==> config.mk <==
export PLATFORM = sky130hd
export DESIGN_NAME = slave_port_arbiter
export DESIGN_NICKNAME = d
export VERILOG_FILES = /design/src/rtl/spa_pkg.sv /design/src/rtl/spa_rr_pick.sv /design/src/rtl/spa_onehot_enc.sv /design/src/rtl/spa_slot_timer.sv /design/src/rtl/slave_port_arbiter.sv
export SDC_FILE = /design/constraint.sdc
export NUM_CORES = 1
export LEC_CHECK = 0
export BUFFER_PORTS_ARGS = -buffer_cell sky130_fd_sc_hd__buf_2
export CAP_MARGIN = 10
export CORE_UTILIZATION = 35
export DETAILED_ROUTE_END_ITERATION = 7
export GPL_TIMING_DRIVEN = 1
export PLACE_DENSITY = 0.6
export SYNTH_ARGS = -nofsm -noshare
export SYNTH_HDL_FRONTEND = slang
export SYNTH_SLANG_ARGS = --single-unit
==> constraint.sdc <==
create_clock -name clk_i -period 5.1 [get_ports clk_i]
set_input_delay 0 -clock clk_i [delete_from_list [all_inputs] [get_ports clk_i]]
set_output_delay 0 -clock clk_i [all_outputs]
set_load 0.02 [all_outputs]
==> src/rtl/spa_pkg.sv <==
package spa_pkg;
   typedef enum logic [1:0] {
      POL_DROP = 2'b00,
      POL_LAST = 2'b01,
      POL_HOME = 2'b10
   } idle_pol_e;
endpackage

==> src/rtl/spa_rr_pick.sv <==
// Rotating-priority search: first requester at or above ptr, else lowest.
module spa_rr_pick #(
   parameter int N  = 4,
   parameter int IW = 2
) (
   input  logic [N-1:0]  req_i,
   input  logic [IW-1:0] ptr_i,
   output logic          found_o,
   output logic [IW-1:0] idx_o
);
   logic [N-1:0] upper;
   logic [N-1:0] src;

   always_comb begin
      for (int i = 0; i < N; i++) upper[i] = req_i[i] && (i >= int'(ptr_i));
      src = (|upper) ? upper : req_i;
      idx_o = '0;
      for (int i = N - 1; i >= 0; i--) begin
         if (src[i]) idx_o = IW'(i);
      end
   end

   assign found_o = |req_i;
endmodule

==> src/rtl/spa_onehot_enc.sv <==
// One-hot to binary, one OR-reduction per index bit.
module spa_onehot_enc #(
   parameter int N  = 4,
   parameter int IW = 2
) (
   input  logic [N-1:0]  vec_i,
   output logic [IW-1:0] idx_o
);
   for (genvar b = 0; b < IW; b++) begin : g_bit
      logic [N-1:0] sel;
      always_comb begin
         for (int i = 0; i < N; i++) sel[i] = ((i >> b) & 1) == 1;
      end
      assign idx_o[b] = |(vec_i & sel);
   end
endmodule

==> src/rtl/spa_slot_timer.sv <==
// Burst slot counter: loaded at access start, counts down while busy.
module spa_slot_timer #(
   parameter int W = 8
) (
   input  logic         clk_i,
   input  logic         rst_ni,
   input  logic         load_i,
   input  logic         run_i,
   input  logic [W-1:0] limit_i,
   output logic         expired_o
);
   logic [W-1:0] cnt_q;
   logic         armed_q;

   always_ff @(posedge clk_i or negedge rst_ni) begin
      if (!rst_ni) begin
         cnt_q   <= '0;
         armed_q <= 1'b0;
      end else if (load_i) begin
         cnt_q   <= limit_i;
         armed_q <= |limit_i;
      end else if (run_i && cnt_q != '0) begin
         cnt_q   <= cnt_q - 1'b1;
      end
   end

   assign expired_o = armed_q && (cnt_q == '0);
endmodule

==> src/rtl/slave_port_arbiter.sv <==
module slave_port_arbiter
   import spa_pkg::*;
#(
   parameter int N_MASTERS     = 4,
   parameter int SLOT_W        = 8,
   parameter bit SLOT_LIMIT_EN = 1'b1,
   localparam int IDX_W = (N_MASTERS > 1) ? $clog2(N_MASTERS) : 1
) (
   input  logic                 clk_i,
   input  logic                 rst_ni,
   input  logic [N_MASTERS-1:0] req_i,
   input  logic [N_MASTERS-1:0] xfer_end_i,
   input  logic [1:0]           policy_i,
   input  logic [IDX_W-1:0]     home_master_i,
   input  logic [SLOT_W-1:0]    slot_limit_i,
   output logic [N_MASTERS-1:0] grant_o,
   output logic                 connected_o,
   output logic [IDX_W-1:0]     owner_o
);
   if (N_MASTERS < 2) begin : g_bad_n
      $error("slave_port_arbiter: N_MASTERS must be at least 2");
   end
   if (SLOT_W < 1) begin : g_bad_w
      $error("slave_port_arbiter: SLOT_W must be at least 1");
   end

   logic [N_MASTERS-1:0] grant_q, grant_n, home_oh, pick_oh;
   logic                 busy_q, busy_n;
   logic [IDX_W-1:0]     ptr_q, ptr_n, owner_idx, pick_idx;
   logic                 pick_found, owner_req, owner_end, slot_exp;
   logic                 arb_pt, start;
   idle_pol_e            pol;

   function automatic logic [IDX_W-1:0] after(input logic [IDX_W-1:0] i);
      return (i == IDX_W'(N_MASTERS - 1)) ? '0 : i + 1'b1;
   endfunction

   spa_onehot_enc #(.N(N_MASTERS), .IW(IDX_W)) i_enc (
      .vec_i (grant_q),
      .idx_o (owner_idx)
   );

   spa_rr_pick #(.N(N_MASTERS), .IW(IDX_W)) i_pick (
      .req_i   (req_i),
      .ptr_i   (ptr_q),
      .found_o (pick_found),
      .idx_o   (pick_idx)
   );

   if (SLOT_LIMIT_EN) begin : g_slot
      spa_slot_timer #(.W(SLOT_W)) i_slot (
         .clk_i     (clk_i),
         .rst_ni    (rst_ni),
         .load_i    (start),
         .run_i     (busy_q),
         .limit_i   (slot_limit_i),
         .expired_o (slot_exp)
      );
   end else begin : g_noslot
      assign slot_exp = 1'b0;
   end

   assign owner_req = |(grant_q & req_i);
   assign owner_end = busy_q && |(grant_q & xfer_end_i);
   assign arb_pt    = !busy_q || (owner_end && (!owner_req || slot_exp));

   always_comb begin
      case (policy_i)
         2'b01:   pol = POL_LAST;
         2'b10:   pol = POL_HOME;
         default: pol = POL_DROP;
      endcase
      home_oh = '0;
      if (int'(home_master_i) < N_MASTERS) home_oh[home_master_i] = 1'b1;
      pick_oh = '0;
      pick_oh[pick_idx] = 1'b1;
   end

   always_comb begin
      grant_n = grant_q;
      busy_n  = busy_q;
      ptr_n   = ptr_q;
      start   = 1'b0;
      if (arb_pt) begin
         if (!busy_q && owner_req) begin
            // parked owner asks: keep it, no turnaround cycle
            busy_n = 1'b1;
            start  = 1'b1;
            ptr_n  = after(owner_idx);
         end else if (pick_found) begin
            grant_n = pick_oh;
            busy_n  = 1'b1;
            start   = 1'b1;
            ptr_n   = after(pick_idx);
         end else begin
            busy_n = 1'b0;
            case (pol)
               POL_LAST: grant_n = grant_q;
               POL_HOME: grant_n = home_oh;
               default:  grant_n = '0;
            endcase
         end
      end
   end

   always_ff @(posedge clk_i or negedge rst_ni) begin
      if (!rst_ni) begin
         grant_q <= '0;
         busy_q  <= 1'b0;
         ptr_q   <= '0;
      end else begin
         grant_q <= grant_n;
         busy_q  <= busy_n;
         ptr_q   <= ptr_n;
      end
   end

   assign grant_o     = grant_q;
   assign connected_o = |grant_q;
   assign owner_o     = owner_idx;
endmodule

Word level (Yosys, flattened, before mapping)
Index checks and enable logic that the tools add are counted.

Bits of input ports: 22. Output and inout port bits: 7. Bits in registers: 16. Logic and storage cells: 74.

Reduce and logical (&&, ||, !) cells: 28. Bitwise gates (word level): 3. Muxes and demuxes: 21. $add $sub $neg: 3. Order comparisons: 7. Equality and inequality tests: 7.

Operators by type and width (count): 4-bit OR reduction (5); 2-bit two-way mux (8); 8-bit two-way mux (2); 1-bit logical AND (10); 4-bit bitwise AND (2); 2-bit == test, second input constant (4); 8-bit zero test (1); 4-bit case mux with 2 select lines (1); 8-bit nonzero test (1); 8-bit OR reduction (1); 8-bit by 1-bit subtractor with 8-bit output, second input constant (1); 2-bit by 3-bit less-than comparator with 1-bit output, second input constant (2); 1-bit two-way mux (5); 2-bit by 1-bit adder with 2-bit output, second input constant (2); 1-bit demux with 2-bit select (2); 2-bit by 1-bit == test with 1-bit output, second input constant (2); 1-bit by 2-bit greater-or-equal comparator with 1-bit output, first input constant (2); 2-bit by 1-bit greater-or-equal comparator with 1-bit output, second input constant (2); 4-bit two-way mux (1); 2-bit case mux with 2 select lines (1); 2-bit nonzero test (2); 2-bit OR reduction (2); 3-bit two-way mux (1); 3-bit AND reduction (1); 6 further kinds (8).

Depth between registers and ports, before layout
Word-level depth: 12. Depth in mapped cells: 8. Mapped depth without buffers: 8.

Modules after synthesis
From an unflattened synthesis, not the netlist that was laid out.

Cell total of the unflattened synthesis: 136. Area total of the unflattened synthesis: 1300.0 µm².

By module, submodules not included: slave_port_arbiter (seq. area each 175.2 µm², instances 1, area an instance 620.6 µm², cells each 58); spa_slot_timer (seq. area each 225.2 µm², instances 1, area an instance 593.1 µm², cells each 64); spa_rr_pick (seq. area each 0.0 µm², instances 1, area an instance 73.8 µm², cells each 12); spa_onehot_enc (seq. area each 0.0 µm², instances 1, area an instance 12.5 µm², cells each 2).

Worst setup path after synthesis
OpenSTA, ideal clock, no wires.

Path type: flip-flop to flip-flop. Start point: register ptr_q[1]. End point: register ptr_q[1]. Buffers on the path: 0. Arrival time: 1.838 ns. Required time: 4.975 ns. Slack: 3.137 ns. Cell stages (with the launch flop): 8. Cell sequence: dfrtp_1 > mux2i_1 > nor2_1 > nor3_1 > inv_1 > ha_1 > mux2_2 > mux2_4.

Cells in the longest elaborated chain, start to end: 11.

Ends and longest elaborated chain: from (decl) (line slave_port_arbiter.sv:29) `logic [IDX_W-1:0] ptr_q, ptr_n, owner_idx, pick_idx;`; from (signal assigned) (line slave_port_arbiter.sv:114) `ptr_q <= ptr_n;`; 1-bit by 2-bit greater-or-equal comparator with 1-bit output / 2-bit greater-or-equal comparator (equally long branches) (line spa_rr_pick.sv:15) `for (int i = 0; i < N; i++) upper[i] = req_i[i] && (i >= int'(ptr_i));`; 1-bit logical AND (line spa_rr_pick.sv:15); 4-bit OR reduction (line spa_rr_pick.sv:16) `src = (|upper) ? upper : req_i;`; 3-bit two-way mux (*) (line spa_rr_pick.sv:16); 2-bit two-way mux (2 in series) (line spa_rr_pick.sv:19) `if (src[i]) idx_o = IW'(i);`; 2-bit two-way mux (*) (line spa_rr_pick.sv:19); 2-bit by 1-bit adder with 2-bit output / 2-bit == test (equally long branches) (line slave_port_arbiter.sv:35) `return (i == IDX_W'(N_MASTERS - 1)) ? '0 : i + 1'b1;`; 2-bit two-way mux (*) (line slave_port_arbiter.sv:35); 2-bit two-way mux (*) (line slave_port_arbiter.sv:90) `end else if (pick_found) begin`; 2-bit two-way mux (*) (line slave_port_arbiter.sv:85) `if (!busy_q && owner_req) begin`.

Mark *: on every way between the ends. The rest lies on a longest branch, timed or not. The select of a mux whose other input is x is not followed. A chain may end at the register's enable or synchronous reset.

Final worst setup path
Same ends and word-level chain as after synthesis.

==> impl_metrics.json <==
{
  "fmax_ghz": 0.452,
  "p_clk_share_pct": 10.5,
  "yosys-top-cells-count": "16 x dfrtp_1, 11 x nand2_1, 9 x mux2_4, 8 x inv_1",
  "vias": 1028,
  "syn_area_mm2": 0.00119,
  "period_share_pct": 43.4,
  "synth-edff-count": 0,
  "yosysTopAreaCell": "dfrtp_1",
  "overflow": 0,
  "synthCells": 118,
  "fin_ws_ns": 2.89,
  "grt_max_degree": 17,
  "synth.most_common_cell": "dfrtp_1",
  "syn_nets": 146,
  "cp-end-kind": "flip-flop",
  "worstHoldPathType": "input port to flip-flop",
  "cp.arrival_ns": 2.39,
  "syn_to_final_growth_pct": 25.4,
  "hold_buffers": 9,
  "crit_type": "flip-flop to flip-flop",
  "pre_cts_slack_ns": 2.94,
  "synth_top_area_share_pct": 33.6,
  "clockBufferDepth": 2,
  "htree_levels": 1,
  "grt_pass1_wl_um": 4800,
  "clkTransAtPathRegs_ns": 0.10,
  "tns_ns": 0,
  "crit_path_start_kind": "flip-flop",
  "ys_ff_latch": 16,
  "sw_frac_of_total_pct": 41.8,
  "drc": 0,
  "dr.pass1.iters": 4,
  "cp_top_family": "multiplexers",
  "dieArea_mm2": 0.00364,
  "port_buffers": 28,
  "ir_drop_v": 0.000194,
  "status": "finished clean",
  "crit_buf_inv": 1,
  "avgSynthCellArea_um2": 10.1,
  "rsz0062_at_grt": "false",
  "track_usage_pct": 18.0,
  "place_inst": 188,
  "hold-worst-slack_ns": 0.0238,
  "cp_cell_sequence": "mux2i_1 -> nor2_1 -> nor3_1 -> inv_1 -> ha_1 -> mux2_2 -> mux2_4",
  "power_density_mw_per_mm2": 537,
  "cts_setup_buffers": 0,
  "min_period_ns": 2.21,
  "setup_violations": 0,
  "grt_antenna_before_repair": 0,
  "cp_slowest_cell": "dfrtp_1",
  "skew_ns": 0.00142,
  "root_buffer": "clkbuf_4",
  "leakagePower_uw": 0.000703,
  "synth_area_leaders": "dfrtp_1 34%, mux2_4 11%, ha_1 6.3%",
  "cts_tree": "done",
  "internal-power_uw": 468,
  "fin_nets": 186,
  "cts_sinks": 16,
  "io_pins": 29,
  "cts_made_buffers": 3,
  "switchingPower_uw": 335,
  "hold_viol": 0,
  "row_count": 20,
  "clock_latency_ns": 0.28,
  "slowest_delay_ns": 0.45,
  "avgViaCountPerCell": 5.11,
  "ys.flop_type": "dfrtp_1",
  "pwr-share-seq_pct": 32.6,
  "die_h_um": 60.4,
  "globalplace.congestion": 0.798,
  "maxCapViolCount": 0,
  "worst_pin_slew_ns": 0.503,
  "wl_per_cell_um": 14.1,
  "drive_gt1_share_pct": 33.8,
  "grt_pass1_vias": 1088,
  "num_antenna_cells": 0,
  "maxSlewViolCount": 0,
  "critPathRequiredTime_ns": 5.28,
  "finalNonFillerCells": 201,
  "drtIter0Drc": 48,
  "antenna_left": 0,
  "core_mm2": 0.00315,
  "die_width_um": 60.4,
  "design_power_total_uw": 803,
  "synth.distinct_cells": 40,
  "start_util_pct": 37.8,
  "cts_resized": 0,
  "hpwl_um": 2180,
  "pwr-share-comb_pct": 56.9,
  "ys_async_sr_fraction_pct": 100,
  "drt_wl_total_um": 2840,
  "yosys_warnings": 0,
  "yosysSeqAreaShare_pct": 33.6,
  "max_slew_margin_pct": 66.0,
  "worstPathMaxFanout": 6
}
[logic make-up after synthesis]
group / synth area share (%)
muxes: 20.5
xor gates and xnor gates: 2.94
DFF: 33.6
buffers and inverters: 4.09
and+or+nand+nor: 19.0
AOI/OAI and AO/OA: 13.6
adders and majority gates: 6.30
[placed cells by master, fill, tap and decap left out, types with 4 or more instances in the layout]
cell / instances
a21oi_1: 6
buf_2: 28
dfrtp_1: 16
dlygate4sd3_1: 9
ha_1: 6
inv_1: 8
mux2_2: 5
mux2_4: 9
nand2_1: 11
nor2_1: 5
nor4_1: 4
o21ai_0: 4
[power groups by stage]
| stage | clock (µW) | sequential, µW | combinational [µW] |
|---|---|---|---|
| finish | 84.4 | 262 | 457 |
| global placement | 0 | 262 | 435 |
| floorplan | 0 | 261 | 346 |
| global route | 92.1 | 271 | 499 |
| CTS | 89.7 | 262 | 461 |
| detailed placement | 0 | 265 | 451 |
[through the flow]
step	util (%)	cell area, µm²
2_1_floorplan	-	1190
3_3_place_gp	43.4	1370
3_5_place_dp	43.4	1370
4_1_cts	47.4	1500
5_1_grt	47.4	1500
6_report	47.4	1500
[final timing paths]
kind / cells past startpoint / slack (ns) / end / start
worst max register to register: 7 / 2.89 / ptr_q[1]$_DFFE_PN0P_ / ptr_q[1]$_DFFE_PN0P_
max in group asynchronous: 2 / 4.68 / g_slot.i_slot.cnt_q[4]$_DFFE_PN0P_ / rst_ni
worst max-delay path: 7 / 2.89 / ptr_q[1]$_DFFE_PN0P_ / ptr_q[1]$_DFFE_PN0P_
worst min register to register: 1 / 0.55 / g_slot.i_slot.armed_q$_DFFE_PN0P_ / g_slot.i_slot.armed_q$_DFFE_PN0P_
min in group asynchronous: 2 / 0.15 / g_slot.i_slot.cnt_q[7]$_DFFE_PN0P_ / rst_ni
worst min-delay path: 3 / 0.02 / busy_q$_DFFE_PN0P_ / req_i[2]
[routing by layer]
metal / vias to the layer above / track usage, % / share of wire, %
met4: 0 / 9.63 / 0.95
li1: 512 / - / -
met2: 29 / 32.7 / 53
met1: 485 / 21.0 / 43
met3: 2 / 1.49 / 3.3
met5: - / 0 / 0
[registers in the layout, indices dropped and copies added, names as in the netlist]
signal,cells
grant_o,4
g_slot.i_slot.armed_q,1
g_slot.i_slot.cnt_q,8
busy_q,1
ptr_q,2
[layout make-up]
cell class | count | area [µm²]
fill | 338 | 1660
tap | 44 | 55.1
timing repair buffer | 37 | 230
inverter | 8 | 30.0
multi-input combinational | 92 | 743
clock buffer | 4 | 36.3
sequential | 16 | 400
[worst reg2reg max path, delay by kind of cell, from the launching register on]
| kind | cells | cell delay (ns) |
|---|---|---|
| flip-flops | 1 | 0.45 |
| AND/OR/NAND/NOR | 2 | 0.46 |
| multiplexers | 3 | 0.75 |
| adder cells (fa/ha/maj) | 1 | 0.31 |
| buffers and inverters | 1 | 0.13 |
(Power assumes the default switching activity.)
